<file path="config.mk">
export PLATFORM = sky130hd
export DESIGN_NAME = prio_irq_ctrl
export DESIGN_NICKNAME = d
export VERILOG_FILES = /design/src/rtl/irq_ctrl_pkg.sv /design/src/rtl/irq_pend_bank.sv /design/src/rtl/irq_select.sv /design/src/rtl/irq_grant_reg.sv /design/src/rtl/prio_irq_ctrl.sv
export SDC_FILE = /design/constraint.sdc
export NUM_CORES = 1
export LEC_CHECK = 0
export ABC_CLOCK_PERIOD_IN_PS = 14900
export BUFFER_PORTS_ARGS = -buffer_cell sky130_fd_sc_hd__buf_2
export CAP_MARGIN = 5
export CELL_PAD_IN_SITES_DETAIL_PLACEMENT = 1
export CELL_PAD_IN_SITES_GLOBAL_PLACEMENT = 1
export CORE_MARGIN = 2
export CORE_UTILIZATION = 35
export DETAILED_ROUTE_END_ITERATION = 10
export PLACE_DENSITY = 0.76
export SLEW_MARGIN = 20
export SYNTH_ARGS = -nofsm -noshare
export SYNTH_HDL_FRONTEND = slang
export SYNTH_SLANG_ARGS = --single-unit
</file>
<file path="constraint.sdc">
create_clock -name clk -period 14.9 [get_ports clk]
set_input_delay 0.745 -clock clk [delete_from_list [all_inputs] [get_ports clk]]
set_output_delay 0.745 -clock clk [all_outputs]
set_load 0.005 [all_outputs]
</file>
<file path="src/rtl/irq_ctrl_pkg.sv">
package irq_ctrl_pkg;
  localparam int LVL_W = 3;
  typedef logic [LVL_W-1:0] lvl_t;
  localparam lvl_t LVL_TOP = '1;

  typedef enum logic {
    MODE_FIXED = 1'b0,
    MODE_LEVEL = 1'b1
  } mask_mode_e;

  // Level a source competes with: programmed in level mode, flat in fixed mode.
  function automatic lvl_t eff_level(mask_mode_e m, lvl_t prog);
    return (m == MODE_LEVEL) ? prog : '0;
  endfunction

  // Whether a maskable source gets past the CPU mask in the current mode.
  function automatic logic passes_mask(mask_mode_e m, lvl_t lvl, logic mbit, lvl_t mlvl);
    return (m == MODE_LEVEL) ? (lvl > mlvl) : !mbit;
  endfunction

  // Candidate replaces the current best only on a strictly higher level,
  // so a scan from index 0 upward keeps the lower index on a tie.
  function automatic logic outranks(logic have, lvl_t cand, lvl_t best);
    return !have || (cand > best);
  endfunction
endpackage

</file>
<file path="src/rtl/irq_pend_bank.sv">
module irq_pend_bank #(
  parameter int N_SRC = 8
) (
  input  logic             clk,
  input  logic             rst_n,
  input  logic [N_SRC-1:0] src_req,
  input  logic [N_SRC-1:0] src_en,
  input  logic [N_SRC-1:0] clr_src,
  input  logic             nmi_in,
  input  logic             clr_nmi,
  output logic [N_SRC-1:0] pend,
  output logic             nmi_pend,
  output logic             nmi_edge
);
  logic nmi_q;

  assign nmi_edge = nmi_in & ~nmi_q;

  for (genvar i = 0; i < N_SRC; i++) begin : g_latch
    always_ff @(posedge clk) begin
      if (!rst_n) pend[i] <= 1'b0;
      else        pend[i] <= src_en[i] & (src_req[i] | (pend[i] & ~clr_src[i]));
    end
  end

  always_ff @(posedge clk) begin
    if (!rst_n) begin
      nmi_q    <= 1'b0;
      nmi_pend <= 1'b0;
    end else begin
      nmi_q    <= nmi_in;
      nmi_pend <= nmi_edge | (nmi_pend & ~clr_nmi);
    end
  end
endmodule

</file>
<file path="src/rtl/irq_select.sv">
module irq_select
  import irq_ctrl_pkg::*;
#(
  parameter int N_SRC = 8,
  localparam int IDX_W = (N_SRC > 1) ? $clog2(N_SRC) : 1
) (
  input  mask_mode_e             mode,
  input  logic [N_SRC-1:0]       pend,
  input  logic [N_SRC-1:0]       src_en,
  input  logic [N_SRC*LVL_W-1:0] src_prio,
  input  logic                   mask_bit,
  input  lvl_t                   mask_lvl,
  input  logic                   nmi_pend,
  output logic                   any_elig,
  output logic                   sel_nmi,
  output logic [IDX_W-1:0]       sel_idx,
  output lvl_t                   sel_lvl
);
  lvl_t             eff [N_SRC];
  logic [N_SRC-1:0] elig;
  logic             have;
  lvl_t             best;
  logic [IDX_W-1:0] bidx;

  for (genvar i = 0; i < N_SRC; i++) begin : g_elig
    assign eff[i]  = eff_level(mode, src_prio[i*LVL_W +: LVL_W]);
    assign elig[i] = pend[i] & src_en[i] & passes_mask(mode, eff[i], mask_bit, mask_lvl);
  end

  always_comb begin
    have = 1'b0;
    best = '0;
    bidx = '0;
    for (int i = 0; i < N_SRC; i++) begin
      if (elig[i] && outranks(have, eff[i], best)) begin
        have = 1'b1;
        best = eff[i];
        bidx = IDX_W'(i);
      end
    end
  end

  assign any_elig = have | nmi_pend;
  assign sel_nmi  = nmi_pend;
  assign sel_idx  = bidx;
  assign sel_lvl  = nmi_pend ? LVL_TOP : best;
endmodule

</file>
<file path="src/rtl/irq_grant_reg.sv">
module irq_grant_reg
  import irq_ctrl_pkg::*;
#(
  parameter int N_SRC = 8,
  localparam int IDX_W = (N_SRC > 1) ? $clog2(N_SRC) : 1
) (
  input  logic             clk,
  input  logic             rst_n,
  input  logic             insn_end,
  input  logic             any_elig,
  input  logic             sel_nmi,
  input  logic [IDX_W-1:0] sel_idx,
  input  lvl_t             sel_lvl,
  input  logic             cpu_ack,
  output logic             cpu_req,
  output logic             g_nmi,
  output logic [IDX_W-1:0] g_idx,
  output lvl_t             g_lvl,
  output logic             accept,
  output logic             retire
);
  assign accept = !cpu_req && insn_end && any_elig;
  assign retire = cpu_req && cpu_ack;

  always_ff @(posedge clk) begin
    if (!rst_n) begin
      cpu_req <= 1'b0;
      g_nmi   <= 1'b0;
      g_idx   <= '0;
      g_lvl   <= '0;
    end else if (accept) begin
      cpu_req <= 1'b1;
      g_nmi   <= sel_nmi;
      g_idx   <= sel_idx;
      g_lvl   <= sel_lvl;
    end else if (retire) begin
      cpu_req <= 1'b0;
    end
  end
endmodule

</file>
<file path="src/rtl/prio_irq_ctrl.sv">
module prio_irq_ctrl
  import irq_ctrl_pkg::*;
#(
  parameter int N_SRC    = 8,
  parameter int VEC_W    = 8,
  parameter int VEC_BASE = 64,
  parameter int VEC_NMI  = 7
) (
  input  logic                   clk,
  input  logic                   rst_n,
  input  logic [N_SRC-1:0]       src_req,
  input  logic [N_SRC-1:0]       src_en,
  input  logic                   mode_sel,
  input  logic [N_SRC*LVL_W-1:0] src_prio,
  input  logic                   mask_bit,
  input  logic [LVL_W-1:0]       mask_lvl,
  input  logic                   insn_end,
  input  logic                   nmi_in,
  input  logic                   cpu_ack,
  output logic                   cpu_req,
  output logic [VEC_W-1:0]       cpu_vec,
  output logic [LVL_W-1:0]       cpu_lvl,
  output logic                   new_mask_bit,
  output logic [LVL_W-1:0]       new_mask_lvl
);
  localparam int IDX_W = (N_SRC > 1) ? $clog2(N_SRC) : 1;

  mask_mode_e       mode;
  logic [N_SRC-1:0] pend, clr_src;
  logic             nmi_pend, nmi_edge, clr_nmi;
  logic             any_elig, sel_nmi;
  logic [IDX_W-1:0] sel_idx, g_idx;
  lvl_t             sel_lvl, g_lvl;
  logic             g_nmi, accept, retire;

  assign mode = mask_mode_e'(mode_sel);

  irq_pend_bank #(.N_SRC(N_SRC)) u_pend (
    .clk(clk), .rst_n(rst_n), .src_req(src_req), .src_en(src_en),
    .clr_src(clr_src), .nmi_in(nmi_in), .clr_nmi(clr_nmi),
    .pend(pend), .nmi_pend(nmi_pend), .nmi_edge(nmi_edge)
  );

  irq_select #(.N_SRC(N_SRC)) u_sel (
    .mode(mode), .pend(pend), .src_en(src_en), .src_prio(src_prio),
    .mask_bit(mask_bit), .mask_lvl(mask_lvl), .nmi_pend(nmi_pend),
    .any_elig(any_elig), .sel_nmi(sel_nmi), .sel_idx(sel_idx), .sel_lvl(sel_lvl)
  );

  irq_grant_reg #(.N_SRC(N_SRC)) u_grant (
    .clk(clk), .rst_n(rst_n), .insn_end(insn_end), .any_elig(any_elig),
    .sel_nmi(sel_nmi), .sel_idx(sel_idx), .sel_lvl(sel_lvl), .cpu_ack(cpu_ack),
    .cpu_req(cpu_req), .g_nmi(g_nmi), .g_idx(g_idx), .g_lvl(g_lvl),
    .accept(accept), .retire(retire)
  );

  // Retiring a grant clears only the winner's latch.
  for (genvar i = 0; i < N_SRC; i++) begin : g_clr
    assign clr_src[i] = retire & ~g_nmi & (g_idx == IDX_W'(i));
  end
  assign clr_nmi = retire & g_nmi;

  assign cpu_vec      = g_nmi ? VEC_W'(VEC_NMI) : VEC_W'(VEC_BASE) + VEC_W'(g_idx);
  assign cpu_lvl      = g_lvl;
  assign new_mask_bit = cpu_req;
  assign new_mask_lvl = g_lvl;
endmodule

</file>
==> results.cfg <==
[cts]
clock_latency_ns = 0.26
cts_resized = 0
postCtsSetupBuffers = 0
clkSinkCount = 18
cts_tree = built
cts_buffers = 3
ctsHoldBuffers = 0
root_buffer = clkbuf_8
htreeDepth = 1
clockBufferDepth = 2
clk_pin_slew_ns = 0.07

[yosys]
synth_largest_area_cell = ha_1
synth.distinct_cells = 65
yosysMostFrequentCell = ha_1
ys_async_sr_fraction = 0
synth_common_cells = ha_1, nand2_1, inv_1
yosys_warnings = 0
synth_enable_flop_cells = 0
synth_area_per_cell_um2 = 7.64
syn_area_mm2 = 0.00268
synth_area_leaders = ha_1, dfxtp_1, nand2_1
ys_seq_elements = 18
yosys_most_used_dff = dfxtp_1
synth.top_cell.area_share = 0.210
syn_inst = 351
ys_seq_area_frac = 0.134

[placed_design]
place_area_mm2 = 0.00301
dp_hpwl_um = 6850
placed_cells = 498
io_buffers = 61
gp_congestion = 0.879

[worst_setup_path]
worstPathMaxFanout = 35
cp.required_ns = 15.08
crit_top_cell = ha_1
cp_data_arrival_time_ns = 13.30
end_kind = flop
slowest_delay_ns = 0.68
cp_slowest_cell = o22ai_1
critPathLaunchType = input pin
worstSetupPathType = input pin to flop

[timing]
final.setup.tns_ns = 0
fin_skew_ns = 0.00555
period_minus_slack_ns = 13.12
hold_viol_final = 0
rsz0062_at_grt = false
relSlewSlack = 0.430
max_freq_mhz = 76.2
setup_viol_count_final = 0
fin_hold_ws_ns = 0.483
finalCritPeriodShare = 0.880
drv_slew = 0
worst_pin_slew_ns = 0.854

[floorplanning]
ios = 66
initial_core_util = 0.366
die_y_um = 91.5
fp.dieArea_mm2 = 0.00838
core-area_mm2 = 0.00733
fp.dieW_um = 91.5
num_rows = 31

[power_and_ir_drop]
ir_worst_vdd_uv = 31.6
power.leakage_uw = 0.00142
cellPowerDensity_mw_per_mm2 = 53.6

[grt]
grt.total_usage = 0.203
grt_pass1_vias = 2901
antenna_found_initial = 0
grt-ovfl-total = 0
grt_pass1_wl_um = 14000
grt_start_max_net_pins = 36

[min_path]
hp-class = flop to flop

[detailed_routing]
vias = 2828
viasPerCell = 5.63
drt-wirelength-per-cell_um = 16.8
detail-route-antenna-nets = 0
wirelength_um = 8430
firstDrtPassIters = 4
dr.first_iter.drc_count = 157
drc = 0

[run]
cap_violations = 0

[layout]
nets = 499
area_growth_pct = 14.4
drive_above_1_share = 0.231
fill_cells = 942
design_area_mm2 = 0.00307
finalNonFillerCells = 502
postLayoutCoreUtil = 0.419
num_antenna_cells = 0

[status]
status = finished, final reports clean
## area by class of cell
class | count | area [um2] | share of cell area
Multi-Input combinational cell | 291 | 2110 | 0.688
Inverter | 29 | 114 | 0.0371
Timing Repair Buffer | 61 | 305 | 0.0995
Sequential cell | 18 | 360 | 0.117
Clock buffer | 4 | 55.1 | 0.0179
Tap cell | 99 | 124 | 0.0404
## where the power goes
part / switching, uW / leakage, uW / total, uW / internal [uW]
Clock: 17.7 / 0.0000288 / 41.3 / 23.5
Sequential: 3.52 / 0.000148 / 55.1 / 51.6
Combinational: 38.9 / 0.00124 / 68.2 / 29.3
## worst paths after layout
| kind | end | slack (ns) | depth (start not counted) | from |
|---|---|---|---|---|
| setup / recovery | u_grant.g_lvl[2] | 1.78 | 59 | mode_sel |
| hold / removal | u_pend.pend[6] | 0.48 | 2 | u_pend.pend[6] |
| setup reg to reg | u_grant.g_lvl[2] | 3.17 | 55 | u_pend.pend[0] |
| hold reg to reg | u_pend.pend[6] | 0.48 | 2 | u_pend.pend[6] |
## worst max-delay path: cells and delay by family
family                   cells  cell delay, ns
buffers and inverters        5            0.90
adder cells (fa/ha/maj)      8            2.19
AND/OR/NAND/NOR             17            3.04
multiplexers                 2            0.78
AO/OA/AOI/OAI               27            5.61
## kinds of logic (layout without fill, tap and decap cells)
kind of cell | after synthesis | count (layout) | synth area share
AO/OA/AOI/OAI | 106 | 106 | 0.287
flip-flops | 18 | 18 | 0.134
AND/OR/NAND/NOR | 131 | 131 | 0.264
buffers and inverters | 45 | 94 | 0.0830
multiplexers | 5 | 5 | 0.0196
adder cells (fa/ha/maj) | 45 | 45 | 0.210
other | 1 | 4 | 0.00140
## cell usage in the layout, fill, tap and decap left out, types with 5 or more instances in the layout
master	synthesis	routed
o21ai_0	21	21
inv_1	28	28
o21a_1	5	5
nor2_1	11	11
dfxtp_1	18	18
nor2b_1	15	15
or3_1	5	5
and2_1	15	15
ha_1	45	45
nand3_1	15	15
a32oi_1	7	7
o22ai_1	5	5
a31oi_1	7	7
a21oi_1	20	20
nand2_1	40	40
a211oi_1	5	5
buf_2	3	61
## per-stage QoR
stage | worst slack [ns] | total power [uW]
6_report | 1.78 | 165
2_1_floorplan | 3.92 | 102
5_1_grt | 0.780 | 177
3_3_place_gp | 2.08 | 121
4_1_cts | 1.91 | 166
3_5_place_dp | 1.64 | 124
## registers in the layout, summed over array words and instances, names as in the netlist
signal / count
u_grant.g_nmi: 1
u_pend.pend: 8
u_grant.cpu_req: 1
u_pend.nmi_q: 1
u_grant.g_idx: 3
u_grant.g_lvl: 3
u_pend.nmi_pend: 1
## routing by layer
layer,up-vias,wire [um],GRT usage
met5,-,0,0
met4,0,63,0.0379
met3,6,414,0.0232
met2,84,3930,0.344
met1,1349,4020,0.277
li1,1389,-,-
(Power assumes the default switching activity.)
